File: src/rtl/cs_bus_ctrl.sv
module cs_bus_ctrl #(
  parameter int AW  = 23,
  parameter int DW  = 32,
  parameter int WSW = 5
) (
  input  logic           clk,
  input  logic           rst_n,
  input  logic [1:0]     cfg_iftype,
  input  logic [WSW-1:0] cfg_wait,
  input  logic           req,
  input  logic           req_we,
  input  logic [AW-1:0]  req_addr,
  input  logic [DW-1:0]  req_wdata,
  input  logic [DW/8-1:0] req_be,
  output logic           done,
  output logic [DW-1:0]  rdata,
  output logic [AW-1:0]  bus_addr,
  output logic [DW-1:0]  bus_dout,
  output logic           bus_dout_en,
  input  logic [DW-1:0]  bus_din,
  output logic           cs_n,
  output logic           oe_n,
  output logic           rw_n,
  output logic [DW/8-1:0] bs_n,
  input  logic           ta_n
);
  localparam int NB = DW / 8;
  localparam logic [WSW-1:0] WS_EXT = '1;
  localparam logic [1:0] IF_WREN = 2'b11;

  logic           act;
  logic [WSW-1:0] cnt;

  wire ext   = (cfg_wait == WS_EXT);
  wire fin   = act && (ext ? !ta_n : (cnt == cfg_wait));
  wire start = !act && req;
  wire [NB-1:0] bs_start = (req_we || cfg_iftype != IF_WREN) ? ~req_be : {NB{1'b1}};

  always_ff @(posedge clk) begin
    if (!rst_n) begin
      act         <= 1'b0;
      cnt         <= '0;
      done        <= 1'b0;
      rdata       <= '0;
      bus_addr    <= '0;
      bus_dout    <= '0;
      bus_dout_en <= 1'b0;
      cs_n        <= 1'b1;
      oe_n        <= 1'b1;
      rw_n        <= 1'b1;
      bs_n        <= {NB{1'b1}};
    end else begin
      done <= fin;
      if (start) begin
        act         <= 1'b1;
        cnt         <= '0;
        cs_n        <= 1'b0;
        oe_n        <= req_we;
        rw_n        <= !req_we;
        bs_n        <= bs_start;
        bus_addr    <= req_addr;
        bus_dout    <= req_wdata;
        bus_dout_en <= req_we;
      end else if (fin) begin
        act         <= 1'b0;
        cs_n        <= 1'b1;
        oe_n        <= 1'b1;
        rw_n        <= 1'b1;
        bs_n        <= {NB{1'b1}};
        bus_dout_en <= 1'b0;
        if (!oe_n) rdata <= bus_din;
      end else if (act) begin
        cnt <= cnt + 1'b1;
      end
    end
  end

  AST_OE_NEEDS_CS: assert property (@(posedge clk) disable iff (!rst_n) !oe_n |-> !cs_n);
  AST_RD_NO_DRIVE: assert property (@(posedge clk) disable iff (!rst_n) !oe_n |-> !bus_dout_en);
  AST_WREN_READ_HIGH: assert property (@(posedge clk) disable iff (!rst_n)
    (!cs_n && !oe_n && cfg_iftype == IF_WREN) |-> bs_n == {NB{1'b1}});
  AST_EXT_HOLD: assert property (@(posedge clk) disable iff (!rst_n)
    (!cs_n && cfg_wait == WS_EXT && ta_n) |=> !cs_n);
  AST_DONE_AFTER_CS: assert property (@(posedge clk) disable iff (!rst_n)
    $rose(done) |-> (cs_n && $past(!cs_n)));
  AST_DONE_ONE: assert property (@(posedge clk) disable iff (!rst_n) done |=> !done);
  AST_IDLE_GAP: assert property (@(posedge clk) disable iff (!rst_n) $rose(cs_n) |-> done);
endmodule

File: config.mk
export PLATFORM = sky130hd
export DESIGN_NAME = cs_bus_ctrl
export DESIGN_NICKNAME = d
export VERILOG_FILES = /design/src/rtl/cs_bus_ctrl.sv
export SDC_FILE = /design/constraint.sdc
export NUM_CORES = 1
export LEC_CHECK = 0
export BUFFER_PORTS_ARGS = -buffer_cell sky130_fd_sc_hd__buf_2
export CAP_MARGIN = 20
export CORE_MARGIN = 5
export CORE_UTILIZATION = 40
export DETAILED_ROUTE_END_ITERATION = 10
export GPL_ROUTABILITY_DRIVEN = 1
export GPL_TIMING_DRIVEN = 0
export HOLD_SLACK_MARGIN = 0.03
export PLACE_DENSITY = 0.83
export SLEW_MARGIN = 30
export SYNTH_ARGS = -nofsm -noshare
export SYNTH_HDL_FRONTEND = slang
export SYNTH_SLANG_ARGS = --single-unit
File: constraint.sdc
create_clock -name clk -period 1.8 [get_ports clk]
set_input_delay 0.27 -clock clk [delete_from_list [all_inputs] [get_ports clk]]
set_output_delay 0.27 -clock clk [all_outputs]
set_load 0.02 [all_outputs]
# Word level (Yosys, flattened, before mapping)
# Cells that the tools add are included.
[op_classes]
reduce_logical = 10
n_eq_ne = 3
n_addsub = 1
bitwise = 5
muxes = 11
[ops]
columns = ["cell", "count"]
rows = [
  ["two-way mux 4 bit", 3],
  ["two-way mux 1 bit", 8],
  ["adder 5 x 1 -> 5 bit (second input constant)", 1],
  ["== test 5 bit", 1],
  ["== test 5 bit (second input constant)", 1],
  ["NOT 1 bit", 4],
  ["NOT 4 bit", 1],
  ["logical NOT 1 bit", 3],
  ["AND reduction 3 bit", 1],
  ["logical AND 1 bit", 2],
  ["inequality test 2 bit (second input constant)", 1],
  ["AND reduction 2 bit", 1],
  ["nonzero test 2 bit", 1],
  ["OR reduction 2 bit", 1],
  ["logical OR 1 bit", 1],
]
[totals]
register_bits = 102
output_inout_bits = 96
inputBits = 103
word_cells = 41

# Logic depth before layout (Yosys ltp)
[depth]
ltp_word = 5
ltp_mapped = 7
depth_no_buf = 5

# Worst setup path after synthesis
# Ideal clock, no wire load.
[synth_path]
path_type = "input port to flip-flop"
from = "input cfg_wait[4]"
to = "register rdata[10]"
setup_ps = 72
required_time_ps = 1728
cell_stages = 7
arrival_ps = 1438
path_buffers = 2
setup_slack_ps = 290
path_cell_list = "nand4_1 -> or3b_4 -> o21ai_2 -> and3b_1 -> buf_4 -> buf_8 -> mux2i_1"
[synth_via]
elab_chain_len = 4
word_cells_on_any_way = 5
classes_between = "eq/ne: 2; mux: 1; reduce/logical: 2"
[synth_lines]
columns = ["element", "line", "text"]
rows = [
  ["start: declaration", "9", "input logic [WSW-1:0] cfg_wait,"],
  ["== test 5 bit (on tied branches)", "35, 34", ""],
  ["two-way mux 1 bit (*)", "35", "wire fin = act && (ext ? !ta_n : (cnt == cfg_wait));"],
  ["logical AND 1 bit (*)", "35", ""],
  ["AND reduction 3 bit (no source line) (*)", "n/a", ""],
  ["end signal: assignment", "71", "if (!oe_n) rdata <= bus_din;"],
  ["end: declaration", "16", "output logic [DW-1:0] rdata,"],
]
# Mark *: on every way between the ends. The rest lies on a longest branch, timed or not.
# A chain may end at the register's enable or synchronous reset.

# Worst setup path in the final report
[layout_path]
from = "register cnt[0]"
to = "register rdata[11]"
[layout_via]
elab_chain_len = 4
[layout_lines]
columns = ["element", "line", "text"]
rows = [
  ["start: declaration", "32", "logic [WSW-1:0] cnt;"],
  ["start signal: assignment", "73", "cnt <= cnt + 1'b1;"],
  ["== test 5 bit", "35", ""],
  ["two-way mux 1 bit", "35", ""],
  ["logical AND 1 bit", "35", ""],
  ["AND reduction 3 bit (no source line)", "n/a", ""],
]
# Every way passes these cells.

==> metrics.md <==
| Metric | Value |
|---|---|
| DRC viols | 0 |
| Cell area power density | 898 mW/mm² |
| Die area | 0.0116 mm² |
| Gr ovfl total | 0 |
| Max Fclk | 588 MHz |
| Final WS setup | 98.9 ps |
| Routed Antenna Nets | 0 |
| I/O pin total | 199 |
| Initial DRT Pass Iterations | 4 |
| Clock Tree Root | clkbuf_8 |
| Fin area | 0.00521 mm² |
| Setup bufs post-CTS | 0 |
| Fill cells | 881 |
| EDFF count, synth | 0 |
| Vias in the first global route | 3,776 |
| Final hold vios | 0 |
| Crit path largest cell delay | 350 ps |
| Tightest Hold Check Type | primary input to flop |
| Kind of critical path | flop to flop |
| Met3 GRT Util | 0.0390 |
| Row Count | 35 |
| Ys Warns | 0 |
| Post-DR wirelength/cell | 14.2 µm |
| Vias per cell | 4.74 |
| Peak supply drop | 0.000449 V |
| Post-route insts no fill | 802 |
| Startpoint type of the worst setup path | flop |
| Hpwl dp | 8990 µm |
| Outcome | complete, no violations |
| Post-place setup slack | -3.98 ps |
| I/O Buffers | 197 |
| Synthesis-stage register bit count | 102 |
| Final setup TNS | 0 ps |
| Maximum clock path buffer count | 2 |
| Fin. max-slew vios | 0 |
| Die H | 108 µm |
| Starting DRT DRC Count | 187 |
| GRT met1 Usage | 0.224 |
| Initial antenna violation count | 0 |
| Synthesized area | 0.00382 mm² |
| Max-cap violations | 0 |
| GRT busiest layer | met2 |
| Power, Total | 4.67 mW |
| Die Span X | 108 µm |
| Initial core utilization | 0.412 |
| Post-placement cell count | 787 |
| Worst-margin pin slew | 509 ps |
| N_diodes | 0 |
| Routed WL | 11,400 µm |
| TritonCTS clock tree | yes |
| Min Tclk post-route | 1700 ps |
| Net Count, Synth | 565 |
| CORE AREA | 0.00928 mm² |
| Share of layout cells above drive strength 1 | 0.342 |
| Post-synth ARST share | 0 |
| Avg Cell Area, Syn | 8.29 µm² |
| Slowest CP cell | dfxtp_2 |
| RSZ-0062 raised after global routing | false |
| CTS Sinks | 102 |
| Post-Place Cell Area | 0.00497 mm² |
| Cells after Synth | 461 |
| WHS | 133 ps |
| Synth cell types | 30 |
| Fin nets | 772 |
| Area delta synth->final | 36.2% |
| Synth Flop Type | dfxtp_1 |
| Crit-path cells | xnor2_1 -> nand4_1 -> o21ai_2 -> and3b_1 -> buf_4 -> buf_8 -> mux2i_1 |
| GR Util All Layers | 0.190 |
| Final setup viols | 0 |
| Relative slew slack | 0.660 |
| CP required | 2090 ps |
| Vias | 3,802 |
| Clock transition at path regs | 110 ps |
| Fin util | 0.561 |
| Arrival time at the worst endpoint | 1990 ps |
| Placer congestion estimate | 0.871 |
| Num CTS Buffers | 9 |
| Largest net degree at the start of global routing | 19 |
| First-pass GRT wire length | 17,700 µm |
| CTS HTree Levels | 3 |
| Fin crit share | 0.945 |
| Clk_lat worst skew | 360 ps |
| Setup crit end kind | flop |
| Worst Skew | 12.8 ps |
| Lkg Pwr | 2.44 nW |
| GRT met2 Usage | 0.333 |
| Max FO, Critical Path | 10 |
| Post-synthesis sequential area ratio | 0.534 |
## where the power goes
group          leakage (nW)  internal (mW)  switching [mW]
clock                 0.118          0.809           0.846
sequential            0.834           2.35          0.0497
combinational          1.48          0.234           0.387
## registers in the layout (all words and copies together) (netlist names)
name,flops
bus_dout,32
rdata,32
bus_addr,23
cnt,5
bs_n,4
act,1
bus_dout_en,1
cs_n,1
done,1
oe_n,1
rw_n,1
## metal layers
metal	part of all wire	routed length, µm
met5	0	0
met3	0.045	514
met2	0.52	5920
met1	0.41	4700
met4	0.026	296
## Yosys cell counts, types with 2 or more instances
| cell | number | share of area |
|---|---|---|
| mux2i_1 | 32 | 0.084 |
| buf_8 | 3 | 0.012 |
| inv_1 | 3 | 0.0029 |
| nand4_1 | 2 | 0.0033 |
| clkbuf_1 | 20 | 0.020 |
| nand3_1 | 5 | 0.0065 |
| or3_1 | 3 | 0.0049 |
| and3_1 | 2 | 0.0033 |
| nor2_1 | 14 | 0.014 |
| xnor2_1 | 4 | 0.0092 |
| a21oi_1 | 66 | 0.086 |
| a31oi_1 | 2 | 0.0033 |
| dfxtp_1 | 102 | 0.53 |
| buf_1 | 7 | 0.0069 |
| o21ai_0 | 3 | 0.0039 |
| nand2_1 | 179 | 0.18 |
## critical path: cells and delay by family (launching register included)
family | cells | cell delay [ps]
AOI/OAI and AO/OA | 1 | 200
xor gates and xnor gates | 1 | 160
buffers and inverters | 2 | 340
DFF | 1 | 350
muxes | 1 | 220
and+or+nand+nor | 2 | 350
## cell usage in the layout, fill, tap and decap left out, types with 3 or more instances in the layout
cell type / instances
nand3_1: 5
a21oi_1: 66
nor2_1: 14
dfxtp_2: 3
buf_1: 4
or3_1: 3
clkbuf_1: 16
inv_1: 3
nand2_1: 179
xnor2_1: 4
clkbuf_8: 9
o21ai_0: 3
clkbuf_2: 6
buf_2: 198
dfxtp_1: 99
buf_8: 3
mux2i_1: 32
## cell type report
cell class                      count  area, µm²  share of cell area
Clock buffer                        9        124              0.0238
Inverter                            3       11.3             0.00216
Clock inverter                      7        105              0.0202
Tap cell                          129        161              0.0310
Multi-Input combinational cell    324       1610               0.309
Sequential cell                   102       2050               0.393
Buffer                             31        163              0.0312
Timing Repair Buffer              197        986               0.189
## kinds of logic (layout without fill, tap and decap cells)
logic type      after synthesis  after routing  synth area share
mux                          32             32            0.0838
simple gates                210            210             0.218
compound gates               76             76             0.105
fa+ha+maj                     1              1           0.00327
buf+inv                      35            247            0.0445
xor+xnor                      5              5            0.0115
flops                       102            102             0.534
## final timing paths
| check | slack [ps] | from | depth (start not counted) | endpoint |
|---|---|---|---|---|
| worst min register to register | 450 | bus_addr[12] | 2 | bus_addr[12] |
| worst min-delay path | 130 | req_addr[5] | 3 | bus_addr[5] |
| worst max-delay path | 100 | cnt[0] | 7 | rdata[11] |
| worst max register to register | 100 | cnt[0] | 7 | rdata[11] |
## what timing repair did
action,CTS,global route
setup endpoints to repair,0,68
hold buffers,0,0
gates resized for setup,0,12
Note: power is estimated with default switching activity, not from simulation.
